### config.mk
export PLATFORM = sky130hd
export DESIGN_NAME = apb_guard_bridge
export DESIGN_NICKNAME = d
export VERILOG_FILES = /design/src/rtl/apb_guard_bridge.sv
export SDC_FILE = /design/constraint.sdc
export NUM_CORES = 1
export LEC_CHECK = 0
export ABC_AREA = 1
export BUFFER_PORTS_ARGS = -buffer_cell sky130_fd_sc_hd__clkbuf_2
export CAP_MARGIN = 25
export CORE_AREA = 2 2 91 93
export CTS_CLUSTER_SIZE = 40
export DETAILED_ROUTE_END_ITERATION = 6
export DIE_AREA = 0 0 93 95
export GPL_TIMING_DRIVEN = 0
export PLACE_DENSITY = 0.74
export SLEW_MARGIN = 20
export SYNTH_ARGS = -nofsm -noshare
export SYNTH_HDL_FRONTEND = slang
export SYNTH_SLANG_ARGS = --single-unit
### constraint.sdc
create_clock -name clk -period 4.1 [get_ports clk]
set_clock_uncertainty 0.2 [all_clocks]
set_input_delay 0.615 -clock clk [delete_from_list [all_inputs] [get_ports clk]]
set_output_delay 0.615 -clock clk [all_outputs]
set_load 0.02 [all_outputs]
### src/rtl/apb_guard_bridge.sv
module apb_guard_bridge #(
  parameter int AW = 32,
  parameter int DW = 32,
  parameter int IDW = 3,
  parameter int NWIN = 2,
  parameter int WIN_LG2 = 8,
  parameter logic [NWIN*AW-1:0] WIN_BASE = {32'h0000_2000, 32'h0000_1000},
  localparam int WW = (NWIN > 1) ? $clog2(NWIN) : 1,
  localparam int NCLS = 2 ** (IDW + 1)
) (
  input  logic            clk,
  input  logic            rst_n,
  input  logic            cfg_we,
  input  logic [WW-1:0]   cfg_win,
  input  logic [NCLS-1:0] cfg_mask,
  input  logic            cfg_lock,
  input  logic            s_psel,
  input  logic            s_penable,
  input  logic            s_pwrite,
  input  logic [AW-1:0]   s_paddr,
  input  logic [DW-1:0]   s_pwdata,
  input  logic [2:0]      s_pprot,
  input  logic [IDW-1:0]  s_mid,
  output logic [DW-1:0]   s_prdata,
  output logic            s_pready,
  output logic            s_pslverr,
  output logic            s_blocked,
  output logic            m_psel,
  output logic            m_penable,
  output logic            m_pwrite,
  output logic [AW-1:0]   m_paddr,
  output logic [DW-1:0]   m_pwdata,
  output logic [2:0]      m_pprot,
  input  logic [DW-1:0]   m_prdata,
  input  logic            m_pready,
  input  logic            m_pslverr
);

  typedef enum logic [1:0] {ST_IDLE, ST_FSETUP, ST_FACC, ST_DENY} st_t;

  st_t             st;
  logic            locked;
  logic [NCLS-1:0] pol [NWIN];
  logic [NWIN-1:0] hit, permit;

  wire [IDW:0] cls     = {s_mid, s_pwrite};
  wire         is_priv = s_pprot[0];
  wire         setup   = s_psel && !s_penable;
  wire         refuse  = (|hit) && (!is_priv || |(hit & ~permit));

  for (genvar w = 0; w < NWIN; w++) begin : g_win
    assign hit[w]    = s_paddr[AW-1:WIN_LG2] == WIN_BASE[w*AW+WIN_LG2 +: AW-WIN_LG2];
    assign permit[w] = pol[w][cls];

    always_ff @(posedge clk or negedge rst_n)
      if (!rst_n) pol[w] <= '0;
      else if (cfg_we && !locked && cfg_win == WW'(w)) pol[w] <= cfg_mask;


    pol_frozen_chk: assert property (@(posedge clk) disable iff (!rst_n)
      locked |=> $stable(pol[w]));
  end

  always_ff @(posedge clk or negedge rst_n)
    if (!rst_n) locked <= 1'b0;
    else if (cfg_lock) locked <= 1'b1;

  always_ff @(posedge clk or negedge rst_n)
    if (!rst_n) st <= ST_IDLE;
    else
      case (st)
        ST_IDLE:   if (setup) st <= refuse ? ST_DENY : ST_FSETUP;
        ST_FSETUP: st <= ST_FACC;
        ST_FACC:   if (m_pready) st <= ST_IDLE;
        default:   st <= ST_IDLE;
      endcase

  assign m_psel    = (st == ST_FSETUP) || (st == ST_FACC);
  assign m_penable = (st == ST_FACC);
  assign m_pwrite  = s_pwrite;
  assign m_paddr   = s_paddr;
  assign m_pwdata  = s_pwdata;
  assign m_pprot   = s_pprot;

  wire fwd_done = (st == ST_FACC) && m_pready;
  assign s_blocked = (st == ST_DENY);
  assign s_pready  = s_blocked || fwd_done;
  assign s_pslverr = s_blocked || (fwd_done && m_pslverr);
  assign s_prdata  = (st == ST_FACC) ? m_prdata : '0;


  user_blocked_chk: assert property (@(posedge clk) disable iff (!rst_n)
    (st == ST_IDLE && setup && |hit && !s_pprot[0]) |=> (!m_psel && s_pready && s_pslverr));


  deny_quiet_chk: assert property (@(posedge clk) disable iff (!rst_n)
    s_blocked |-> (!m_psel && s_prdata == '0));


  enable_needs_sel_chk: assert property (@(posedge clk) disable iff (!rst_n)
    m_penable |-> m_psel);


  setup_then_access_chk: assert property (@(posedge clk) disable iff (!rst_n)
    (m_psel && !m_penable) |=> (m_psel && m_penable));


  wait_hold_chk: assert property (@(posedge clk) disable iff (!rst_n)
    (m_psel && m_penable && !m_pready) |=> (m_psel && m_penable));


  lock_sticky_chk: assert property (@(posedge clk) disable iff (!rst_n)
    locked |=> locked);

endmodule

# --- Word-level counts from Yosys, hierarchy flattened ---
# Cells that the tools add are included.
word_totals:
  inputBits: 128
  out_inout_bits: 105
  reg_bits: 35
op_classes:
  muxes: 9
  n_lt_le_gt_ge: 1
  bitwise_logic: 3
  n_eq_ne: 7
  reduce_logical: 18
op_table:
  columns: ["cell", "n"]
  rows:
  - ["$mux 32", 1]
  - ["$eq 24x5->1 const B", 1]
  - ["$eq 24x6->1 const B", 1]
  - ["$bmux 1 s4", 2]
  - ["$logic_and 1x1->1", 7]
  - ["$mux 2", 3]
  - ["$pmux 2 s3", 1]
  - ["$lt 4x5->1 const B", 1]
  - ["$eq 2x2->1 const B", 2]
  - ["$logic_or 1x1->1", 4]
  - ["$reduce_or 2->1", 2]
  - ["$logic_not 1->1", 3]
  - ["$and 2x2->2", 1]
  - ["$eq 2x1->1 const B", 1]
  - ["$logic_not 2->1", 1]
  - ["$mux 1", 2]
  - ["$ne 2x1->1 const B", 1]
  - ["$ne 2x2->1 const B", 1]
  - ["$not 2->2", 1]
  - ["$reduce_and 2->1", 1]
  - ["$not 1->1", 1]

# --- Logic depth before layout (Yosys ltp) ---
# Gate-level depths: netlist (run 1).
logic_depth:
  depth_word: 10
  ltp_mapped: 12

# --- Worst setup path before layout (run 1) ---
# OpenSTA, ideal clock, no wires.
synth_path:
  path_type: "register -> output"
  start: "register st[0]"
  end: "output s_pslverr"
  arrival_ns: 1.469
  stages_incl_launch_ff: 7
  path_slack_ns: 1.816
  path_buffers: 1
  required_ns: 3.285
  path_cell_list: "dfrtp_1 -> inv_1 -> ha_1 -> clkbuf_1 -> nand2_1 -> nand2_1 -> o21a_1"
synth_via:
  elab_chain_len: 4
synth_lines:
  columns: ["item", "line", "text"]
  rows:
  - ["from (decl)", "41", "st_t st;"]
  - ["from (signal assigned)", "72", "ST_IDLE: if (setup) st <= refuse ? ST_DENY : ST_FSETUP;"]
  - ["$eq 2x2->1", null, null]
  - ["net m_penable", "29", "output logic m_penable,"]
  - ["$logic_and 1x1->1", "85", "wire fwd_done = (st == ST_FACC) && m_pready;"]
  - ["$logic_and 1x1->1", "88", "assign s_pslverr = s_blocked || (fwd_done && m_pslverr);"]
  - ["$logic_or 1x1->1", "88", null]
  - ["to (decl)", "26", "output logic s_pslverr,"]
# The timed path passes the listed nets, and every way through them passes these cells.

# --- Worst setup path in the final report (run 1) ---
layout_path:
  start: "register st[0]"
  end: "output s_prdata[22]"
layout_via:
  elab_chain_len: 2
layout_lines:
  columns: ["item", "line", "text"]
  rows:
  - ["$eq 2x2->1", "89", "assign s_prdata = (st == ST_FACC) ? m_prdata : '0;"]
  - ["$mux 32", "89", null]
  - ["to (decl)", "24", "output logic [DW-1:0] s_prdata,"]
# Every way passes these cells.

==> metrics, run 1 <==
first-iteration detailed-routing DRC count 82; CTS root buffer clkbuf_8; worst-path fanout max 10; die area 8840 µm²; cell taking the most area after synthesis dfrtp_1; Slowest cell on crit path dfrtp_1; R2R Path End st[1]; Die Ht 95 µm; Synth top area share 32.5%; post-DP HPWL 7.04 mm; critical path type reg -> out; final setup fails 0; Yosys Warn Count 0; chip width 93 µm; routed vias 2984; Reg-to-Reg Start st[0]; pwr/cell area 349 nW/µm²; status complete, no violations; vias in the first global route 2640; Tcrit/Tclk final 67.6%; CTS sink count 35; share of post-route cells with drive strength above 1 46.1%; Worst-path clk slew 0.07 ns; worst reg2reg path depth 8; Reg2Reg Setup Slack 2.35 ns; DRT Wirelength 8.26 mm; Synthesized Nets 536; Nets 731; Distinct cells, synth 21; CTS resizes 0; CP peak stage delay 0.41 ns; Rows 33; Core ar. 7930 µm²; Cell Area, Synth 2690 µm²; GPL Wtd Cong 0.888; first-pass GRT wire length 12.3 mm; worst min path class in -> async; RSZ-0062 raised after global routing false; Area growth syn-to-layout 43.1%; Least-Margin Pin Slew 0.836 ns; post-synthesis register bit count 35; starting density of the core 33.9%; CTS buffer count 5; CTS tree built; Global Route Usage Sum 17.4%; cells after synthesis 404; DRC viols 0; # IOs 233; final hold violations 0; Crit. End Element output port; Synth area leaders dfrtp_1 33%, buf_4 19%, nand2_1 17%, inv_1 9.9%, o21ai_0 6.3%; cts hold-fix bufs 0; Hold WS 0.215 ns; worst-path cell chain inv_1 > ha_1 > clkbuf_1 > clkbuf_1 > nand2_1 > inv_1 > clkbuf_2; CP Launch Type flop; Rel. slew slack 44.2%; Mean Syn Cell Area 6.66 µm²; Min Clock Period, post-route 2.77 ns; worst skew pair latency 0.29 ns; final slew viol count 0; CTS H-tree depth 2; peak supply drop 237 µV; antenna violations before repair 1; wire per inst 11.7 µm; CP Data Required Time 3.28 ns; DR vias/cell 4.24; largest net degree at the start of global routing 36; DR pass1 iterations 4; crit path DAT 1.96 ns; Seq/Total Area, Yosys 32.5%; port bufs 188; ANT nets after route 0; f_max 361 MHz; Max Cap Viol 0; ANT cells 0; Fin Setup TNS 0 ns; GRT Residual Overflow 0; clock buffer depth 2; # Post-CTS Setup Buffers 0; P_leak 0.00252 µW
## worst max-delay path, delay by kind of cell, from the launching register on
kind / cells / cell delay, ns
simple gates: 1 / 0.16
buf+inv: 5 / 0.91
flops: 1 / 0.41
fa+ha+maj: 1 / 0.18
## stage by stage
step	utilization (%)	power [µW]	cell area, µm²	setup WS (ns)	instances
after detailed placement	47.5	1100	3760	1.64	697
after CTS	48.6	1350	3850	1.32	704
after global routing	48.6	1450	3850	1.11	704
after floorplan	-	861	2690	1.82	404
after global placement	47.5	1090	3760	1.68	697
final	48.6	1340	3850	1.33	704
## where the power goes
group          leakage (µW)  switching (µW)  internal [µW]
Sequential         0.000466            21.0            374
Combinational       0.00200             446            251
Clock             0.0000470             120            132
## metal layers
metal | global-route usage (%) | wire length [µm] | up-vias | part of all wire, %
met2 | 29.8 | 4160 | 138 | 50
met1 | 22.5 | 3330 | 1318 | 40
met5 | 0 | 16 | - | 0.19
met4 | 4.29 | 48 | 2 | 0.58
met3 | 3.75 | 700 | 8 | 8.5
li1 | - | - | 1518 | -
## cell usage in the layout (no fill, tap or decap)
master    synthesis  final
buf_4            69     69
buf_6             2      2
or2_2             1      1
nand2_1         120    120
o21ai_0          34     34
clkbuf_8          0      6
o21ai_2           1      1
inv_1            71     71
inv_6             1      1
or2_1             1      1
a21oi_2           1      1
nand3b_1          1      1
buf_8             1      1
clkbuf_1         10     10
clkbuf_2          0    188
inv_2             1      1
nor3_1            1      1
o21a_1            1      1
nand3_1          23     23
clkinv_2          0      1
dfrtp_1          35     35
nand2_2           4      4
ha_1              4      4
nor2_1           22     22
## Yosys cell counts
library cell,n
o21ai_0,34
a21oi_2,1
nor2_1,22
nor3_1,1
or2_1,1
inv_6,1
nand2_2,4
nand3b_1,1
dfrtp_1,35
or2_2,1
o21ai_2,1
buf_6,2
ha_1,4
o21a_1,1
inv_1,71
buf_4,69
clkbuf_1,10
nand3_1,23
inv_2,1
nand2_1,120
buf_8,1
## cells by family after synthesis
group | synth area share (%)
adders and majority gates | 1.86
DFF | 32.5
AOI/OAI and AO/OA | 7.25
and+or+nand+nor | 25.9
buffers and inverters | 32.4
## cell type report
class,count,area (µm²)
buffer,82,593
clock buffer,6,82.6
clock inverter,1,5.00
fill,826,4080
inverter,73,279
multi-input combinational,214,943
sequential,35,876
tap,105,131
timing repair buffer,188,941
## registers in the layout, summed over array words and instances (netlist names)
name,cells
locked,1
pol,32
st,2
## how the worst max path moves through the flow
| stage | end | startpoint |
|---|---|---|
| after floorplan | s_pslverr | st[0] |
| after global placement | s_prdata[22] | st[0] |
| after detailed placement | s_prdata[22] | st[0] |
| after CTS | s_prdata[22] | st[0] |
| after global routing | s_prdata[22] | st[0] |
| final | s_prdata[22] | st[0] |
(Power assumes the default switching activity.)
==> run 2, diff against run 1 <==
--- a/config.mk
+++ b/config.mk
@@ -5,7 +5,7 @@
 export SDC_FILE = /design/constraint.sdc
 export NUM_CORES = 1
 export LEC_CHECK = 0
-export ABC_AREA = 1
+export ABC_AREA = 0
 export BUFFER_PORTS_ARGS = -buffer_cell sky130_fd_sc_hd__clkbuf_2
 export CAP_MARGIN = 25
 export CORE_AREA = 2 2 91 93
@@ -13,7 +13,7 @@
 export DETAILED_ROUTE_END_ITERATION = 6
 export DIE_AREA = 0 0 93 95
 export GPL_TIMING_DRIVEN = 0
-export PLACE_DENSITY = 0.74
+export PLACE_DENSITY = 0.73
 export SLEW_MARGIN = 20
 export SYNTH_ARGS = -nofsm -noshare
 export SYNTH_HDL_FRONTEND = slang
==> constraint.sdc (replaced) <==
create_clock -name clk -period 2.3 [get_ports clk]
set_clock_uncertainty 0.2 [all_clocks]
set_input_delay 0.345 -clock clk [delete_from_list [all_inputs] [get_ports clk]]
set_output_delay 0.345 -clock clk [all_outputs]
set_load 0.02 [all_outputs]
==> run 2 against run 1 <==
Hold slack got worse by 0.17 ns. Synthesized cell count fell by 45%. Combinational power rose by 56%. Clock power rose by 89%. Largest power group unchanged.
==> metrics, run 2 <==
routed vias 2242 (-25%); Synth area leaders dfrtp_1 35%, buf_4 21%, mux2_2 15%, and2_1 8.1%, mux4_2 4.6%; CTS sink count 35 (unchanged); final setup fails 0 (unchanged); Seq/Total Area, Yosys 35.4% (+2.9 points); busiest grt layer met2; starting density of the core 31.2% (-2.8 points); share of post-route cells with drive strength above 1 73.9% (+28 points); Comb power frac 47.6% (-4.3 points); # Post-CTS Setup Buffers 0 (unchanged); ANT nets after route 0 (unchanged); final cell count without fillers 524 (-26%); Internal 1420 µW (+88%); worst min path class in -> reg; worst skew pair latency 0.28 ns (about the same); Reg-to-Reg Start pol[16]; CP Data Required Time 1.75 ns (-1.53 ns); first-iteration detailed-routing DRC count 18 (-78%); Area growth syn-to-layout 48.2%; most frequent cells after synthesis 68 x buf_4, 35 x dfrtp_1, 32 x and2_1, 32 x mux2_2; Critical Path Most Common Cell clkbuf_2; Post-Synth XOR/XNOR Area 0% (unchanged); post-synthesis simple-gate area fraction 12.1% (-14 points); Hold WS 0.0498 ns (-0.165 ns); Yosys Warn Count 0 (unchanged); Placed Cells 514 (-26%); Top FF cell, synth dfrtp_1; DR vias/cell 4.28 (+0.94%); Worst-path clk slew 0.06 ns (about the same); P_leak 0.00210 µW (-17%); post-synthesis mux area share 23.9% (+24 points); Reg with most FFs pol; clock buffer depth 2 (unchanged); RSZ-0062 raised after global routing false; most common library cell in the layout ignoring fill and taps clkbuf_2; Global Route Usage Sum 15.4% (-2.0 points); DR pass1 iterations 4 (unchanged); status complete, no violations; Slowest cell on crit path dfrtp_1; Rows 33 (unchanged); Mean Syn Cell Area 11.1 µm² (+67%); largest registers pol x32, st x2, locked x1; Crit path max-delay family buffers and inverters; f_max 469 MHz; # IOs 233 (unchanged); CTS root buffer clkbuf_8; EDFF count, synth 0 (unchanged); cells after synthesis 222 (-45%); Core Util, Final 46.2% (-2.4 points); post-DP HPWL 6.48 mm (-7.9%); antenna violations before repair 1 (unchanged); CP Launch Type flop; first-pass GRT wire length 10.6 mm (-13%); final slew viol count 0 (unchanged); Max Cap Viol 0 (unchanged); crit path DAT 1.59 ns (-0.37 ns); Flop pwr share 31.6% (+2.2 points); hold path start cfg_lock; post-synthesis register bit count 35 (unchanged); DRT Wirelength 7.32 mm (-11%); GRT Residual Overflow 0 (unchanged); Rel. slew slack 42.8% (-1.4 points); Clk pwr share 20.8% (+2.1 points); Min Clock Period, post-route 2.13 ns; Fin Setup TNS 0 ns (unchanged); cell taking the most area after synthesis dfrtp_1; DRC viols 0 (unchanged); Synthesized Nets 354 (-34%); compound-cell area share of the yosys netlist 3.80% (-3.5 points); Die Ht 95 µm (unchanged); die area 8840 µm² (unchanged); Net Sw Frac 37.7% (-6.0 points); pwr/cell area 624 nW/µm² (+79%); met3 usage 4.07% (+0.32 points); largest family of logic cells by synthesized area multiplexers; CP peak stage delay 0.40 ns (about the same); Distinct cells, synth 31 (+48%); Tcrit/Tclk final 92.7%; vias in the first global route 2157 (-18%); Core ar. 7930 µm² (unchanged); Async SR Flop Fraction 100% (unchanged); pre-CTS WS -0.0000553 ns (-1.64 ns); commonest non-fill, non-tap cells in the layout 190 x clkbuf_2, 68 x buf_4, 35 x dfrtp_1; number of flip-flops in the largest register 32 (unchanged); worst setup margin 0.168 ns (-1.16 ns); Net Switching 862 µW (+47%); chip width 93 µm (unchanged); Post-Synth Adder-Cell Area 2.03% (+0.17 points); global-route met2 utilization 28.3% (-1.5 points); CTS tree built; final hold violations 0 (unchanged); Synth top area share 35.4% (+2.9 points); Worst Path Buf+Inv 3 (-2); M1 GR Usage 18.0% (-4.5 points); CTS H-tree depth 2 (unchanged); port bufs 187 (-0.53%); largest net degree at the start of global routing 36 (unchanged); peak supply drop 491 µV (+110%); Crit. End Element output port; top-count cell post-synth buf_4; GPL Wtd Cong 0.760 (-14%); worst-path cell chain inv_1 > ha_2 > clkbuf_2 > and2_1 > clkbuf_2; Cell Area, Synth 2470 µm² (-8.2%); critical path type reg -> out; Nets 549 (-25%); worst-path fanout max 10 (unchanged); Least-Margin Pin Slew 0.858 ns (+0.0215 ns); wire per inst 14.0 µm (+19%); CTS buffer count 5 (unchanged); Crit. Startpoint st[0]
[run 2: cell count changes after synthesis, sizes merged, moves of 4 or more]
cell / delta
nor2: -20
inv: -70
mux2i: +4
mux2: +32
and2: +32
nand2: -123
nand3: -23
clkbuf: -5
o21ai: -33
nor4: +5
mux4: +8
[run 2: path summary, 6_finish.rpt]
kind	to	slack, ns	cells past startpoint
worst min register to register	pol[18]	0.30	1
min in group asynchronous	pol[18]	0.50	2
worst max-delay path	s_prdata[24]	0.17	5
worst min-delay path	locked	0.05	2
worst max register to register	st[1]	0.23	5
max in group asynchronous	pol[12]	0.87	2
[run 2: repair_timing]
action	in CTS	in global routing
hold buffers	1	0
setup endpoints to repair	6	40
hold endpoints to repair	35	0
resized for setup	1	6
[run 2: cell type report]
class | count | area [µm²]
diodes | 1 | 2.50
plain buffers | 76 | 554
clock buffers | 8 | 100
fillers | 755 | 4270
inverters | 3 | 11.3
multi-input cells | 108 | 1040
flip-flops and latches | 35 | 876
well taps | 105 | 131
repair buffers | 188 | 946
[run 2: worst register-to-register path, stage by stage (launching register included)]
cell      delay, ns
dfrtp_1        0.38
mux4_1         0.50
mux2i_1        0.17
a221oi_1       0.13
a2111o_1       0.42
a41oi_2        0.19
[run 2: per-layer routing]
metal / vias to the layer above / share of wire (%)
li1: 1085 / -
met1: 1054 / 39
met2: 97 / 52
met3: 6 / 8.0
met4: 0 / 0.72
met5: - / 0
[run 2: kinds of logic after synthesis]
kind of cell | after synthesis
compound gates | 12
fa+ha+maj | 4
simple gates | 48
flops | 35
buf+inv | 79
mux | 44
[run 2: power by group through the flow]
| stage | logic [µW] | registers, µW | clock network, µW |
|---|---|---|---|
| 2_1_floorplan | 725 | 718 | 0 |
| 3_3_place_gp | 1070 | 727 | 0 |
| 3_5_place_dp | 1080 | 732 | 0 |
| 4_1_cts | 1090 | 721 | 490 |
| 5_1_grt | 1170 | 729 | 517 |
| 6_report | 1090 | 722 | 476 |
[run 2: metrics by stage]
stage	instance area [µm²]	power (µW)
3_3_place_gp	3540	1790
6_report	3660	2280
2_1_floorplan	2470	1440
5_1_grt	3660	2420
3_5_place_dp	3540	1820
4_1_cts	3650	2300
==> run 3, diff against run 2 <==
--- a/config.mk
+++ b/config.mk
@@ -13,7 +13,9 @@
 export DETAILED_ROUTE_END_ITERATION = 6
 export DIE_AREA = 0 0 93 95
 export GPL_TIMING_DRIVEN = 0
+export HOLD_SLACK_MARGIN = 0.03
 export PLACE_DENSITY = 0.73
+export RECOVER_POWER = 100
 export SLEW_MARGIN = 20
 export SYNTH_ARGS = -nofsm -noshare
 export SYNTH_HDL_FRONTEND = slang
==> run 3 against run 2 <==
Sequential share of layout area is 0.76 points higher. Final cell count stayed put. Routed wire length is 1.3% higher. Count of clock-buffer cells in the layout stayed put. Largest power group unchanged.
==> metrics, run 3 (same netlist as run 2, synthesis figures left out) <==
placed cell area 3540 µm² (unchanged); worst-path cell chain inv_1 > ha_2 > clkbuf_2 > and2_1 > clkbuf_1; commonest non-fill, non-tap cells in the layout 107 x clkbuf_2, 87 x clkbuf_1, 68 x buf_4; worst min path class in -> reg; first-iteration detailed-routing DRC count 22 (+4); f_max 462 MHz (-1.6%); CP Launch Type flop; Filler cells 805 (+6.6%); DRC viols 0 (unchanged); Crit. End Element output port; largest net degree at the start of global routing 36 (unchanged); Nets 549 (unchanged); Rel. slew slack 43.0% (+0.21 points); routed vias 2241 (-0.045%); chip width 93 µm (unchanged); post-route cell area 3550 µm² (-3.1%); Crit path max-delay family buffers and inverters; final slew viol count 0 (unchanged); CP Data Required Time 1.75 ns (about the same); port bufs 187 (unchanged); critical path type reg -> out; GRT Residual Overflow 0 (unchanged); largest registers pol x32, st x2, locked x1; Tcrit/Tclk final 94.1% (+1.5 points); peak supply drop 493 µV (+0.53%); CTS buffer count 5 (unchanged); Global Route Usage Sum 15.4% (unchanged); DR vias/cell 4.28 (about the same); Reg with most FFs pol; vias in the first global route 2157 (unchanged); first-pass GRT wire length 10.6 mm (unchanged); DR pass1 iterations 4 (unchanged); GPL Wtd Cong 0.760 (unchanged); Worst Path Buf+Inv 3 (unchanged); wire per inst 14.1 µm (+1.3%); CTS sink count 35 (unchanged); ANT nets after route 0 (unchanged); starting density of the core 31.2% (unchanged); CP peak stage delay 0.40 ns (about the same); Rows 33 (unchanged); post-DP HPWL 6.48 mm (unchanged); final setup fails 0 (unchanged); pre-CTS WS -0.0000553 ns (unchanged); antenna violations before repair 1 (unchanged); # IOs 233 (unchanged); CTS H-tree depth 2 (unchanged); final hold violations 0 (unchanged); Core ar. 7930 µm² (unchanged); Area growth syn-to-layout 43.6%; P_leak 0.00183 µW (-13%); Slowest cell on crit path dfrtp_1; CTS root buffer clkbuf_8; worst-path fanout max 10 (unchanged); DRT Wirelength 7.41 mm (+1.3%); pwr/cell area 630 nW/µm² (+0.98%); Pwr Total 2240 µW (-2.1%); Die Ht 95 µm (unchanged); CTS tree built; Least-Margin Pin Slew 0.855 ns (-0.00313 ns); worst skew pair latency 0.28 ns (about the same); status complete, no violations; crit path DAT 1.62 ns (+0.03 ns); share of post-route cells with drive strength above 1 53.6% (-20 points); Max Cap Viol 0 (unchanged); Worst-path clk slew 0.06 ns (about the same); worst setup margin 0.135 ns (-0.0339 ns); die area 8840 µm² (unchanged); clock buffer depth 2 (unchanged); Min Clock Period, post-route 2.17 ns (+0.0339 ns); number of flip-flops in the largest register 32 (unchanged); most common library cell in the layout ignoring fill and taps clkbuf_2; RSZ-0062 raised after global routing false
-- run 3: repair_timing --
item                                   in CTS  in global routing
endpoints found under the hold margin      35                  0
gates resized for setup                     1                  6
pin swaps                                   0                  0
setup buffers                               0                  0
setup endpoints to repair                   6                 40
hold buffers                                1                  0
-- run 3: power by group --
group          leakage (µW)  total [µW]  internal (µW)  switching (µW)
sequential         0.000453         721            682            39.1
clock             0.0000515         477            273             204
combinational       0.00132        1040            424             614
total               0.00183        2240           1380             858
-- run 3: path summary, 6_finish.rpt --
path / endpoint / cells past startpoint / start / slack (ns)
worst max-delay path: s_prdata[17] / 5 / st[0] / 0.13
worst min-delay path: locked / 2 / cfg_lock / 0.05
worst max register to register: st[1] / 5 / pol[16] / 0.23
worst min register to register: pol[18] / 1 / pol[18] / 0.30
max in group asynchronous: st[1] / 2 / rst_n / 0.87
min in group asynchronous: pol[18] / 2 / rst_n / 0.50
-- run 3: routing by layer --
metal / wire length, µm / track usage, %
met1: 2920 / 18.0
met5: 0 / 0
met3: 631 / 4.07
met2: 3800 / 28.3
met4: 53 / 3.31
-- run 3: through the flow --
step                utilization, %  instances    TNS (ns)  hold slack (ns)
finish                        44.8        524           0           0.0503
floorplan                        -        222           0           -0.151
detailed placement            44.6        514  -0.0000553            0.288
global placement              44.6        514           0            0.270
CTS                           46.0        523           0           0.0413
global route                  44.7        523           0           0.0510
-- run 3: area by class of cell --
cell class	instances	area [µm²]	share of cell area (%)
Clock buffer	8	100	2.82
Sequential cell	35	876	24.7
Inverter	3	11.3	0.317
Tap cell	105	131	3.70
Timing Repair Buffer	188	841	23.7
Multi-Input combinational cell	108	1030	29.1
Antenna cell	1	2.50	0.0705
Buffer	76	554	15.6
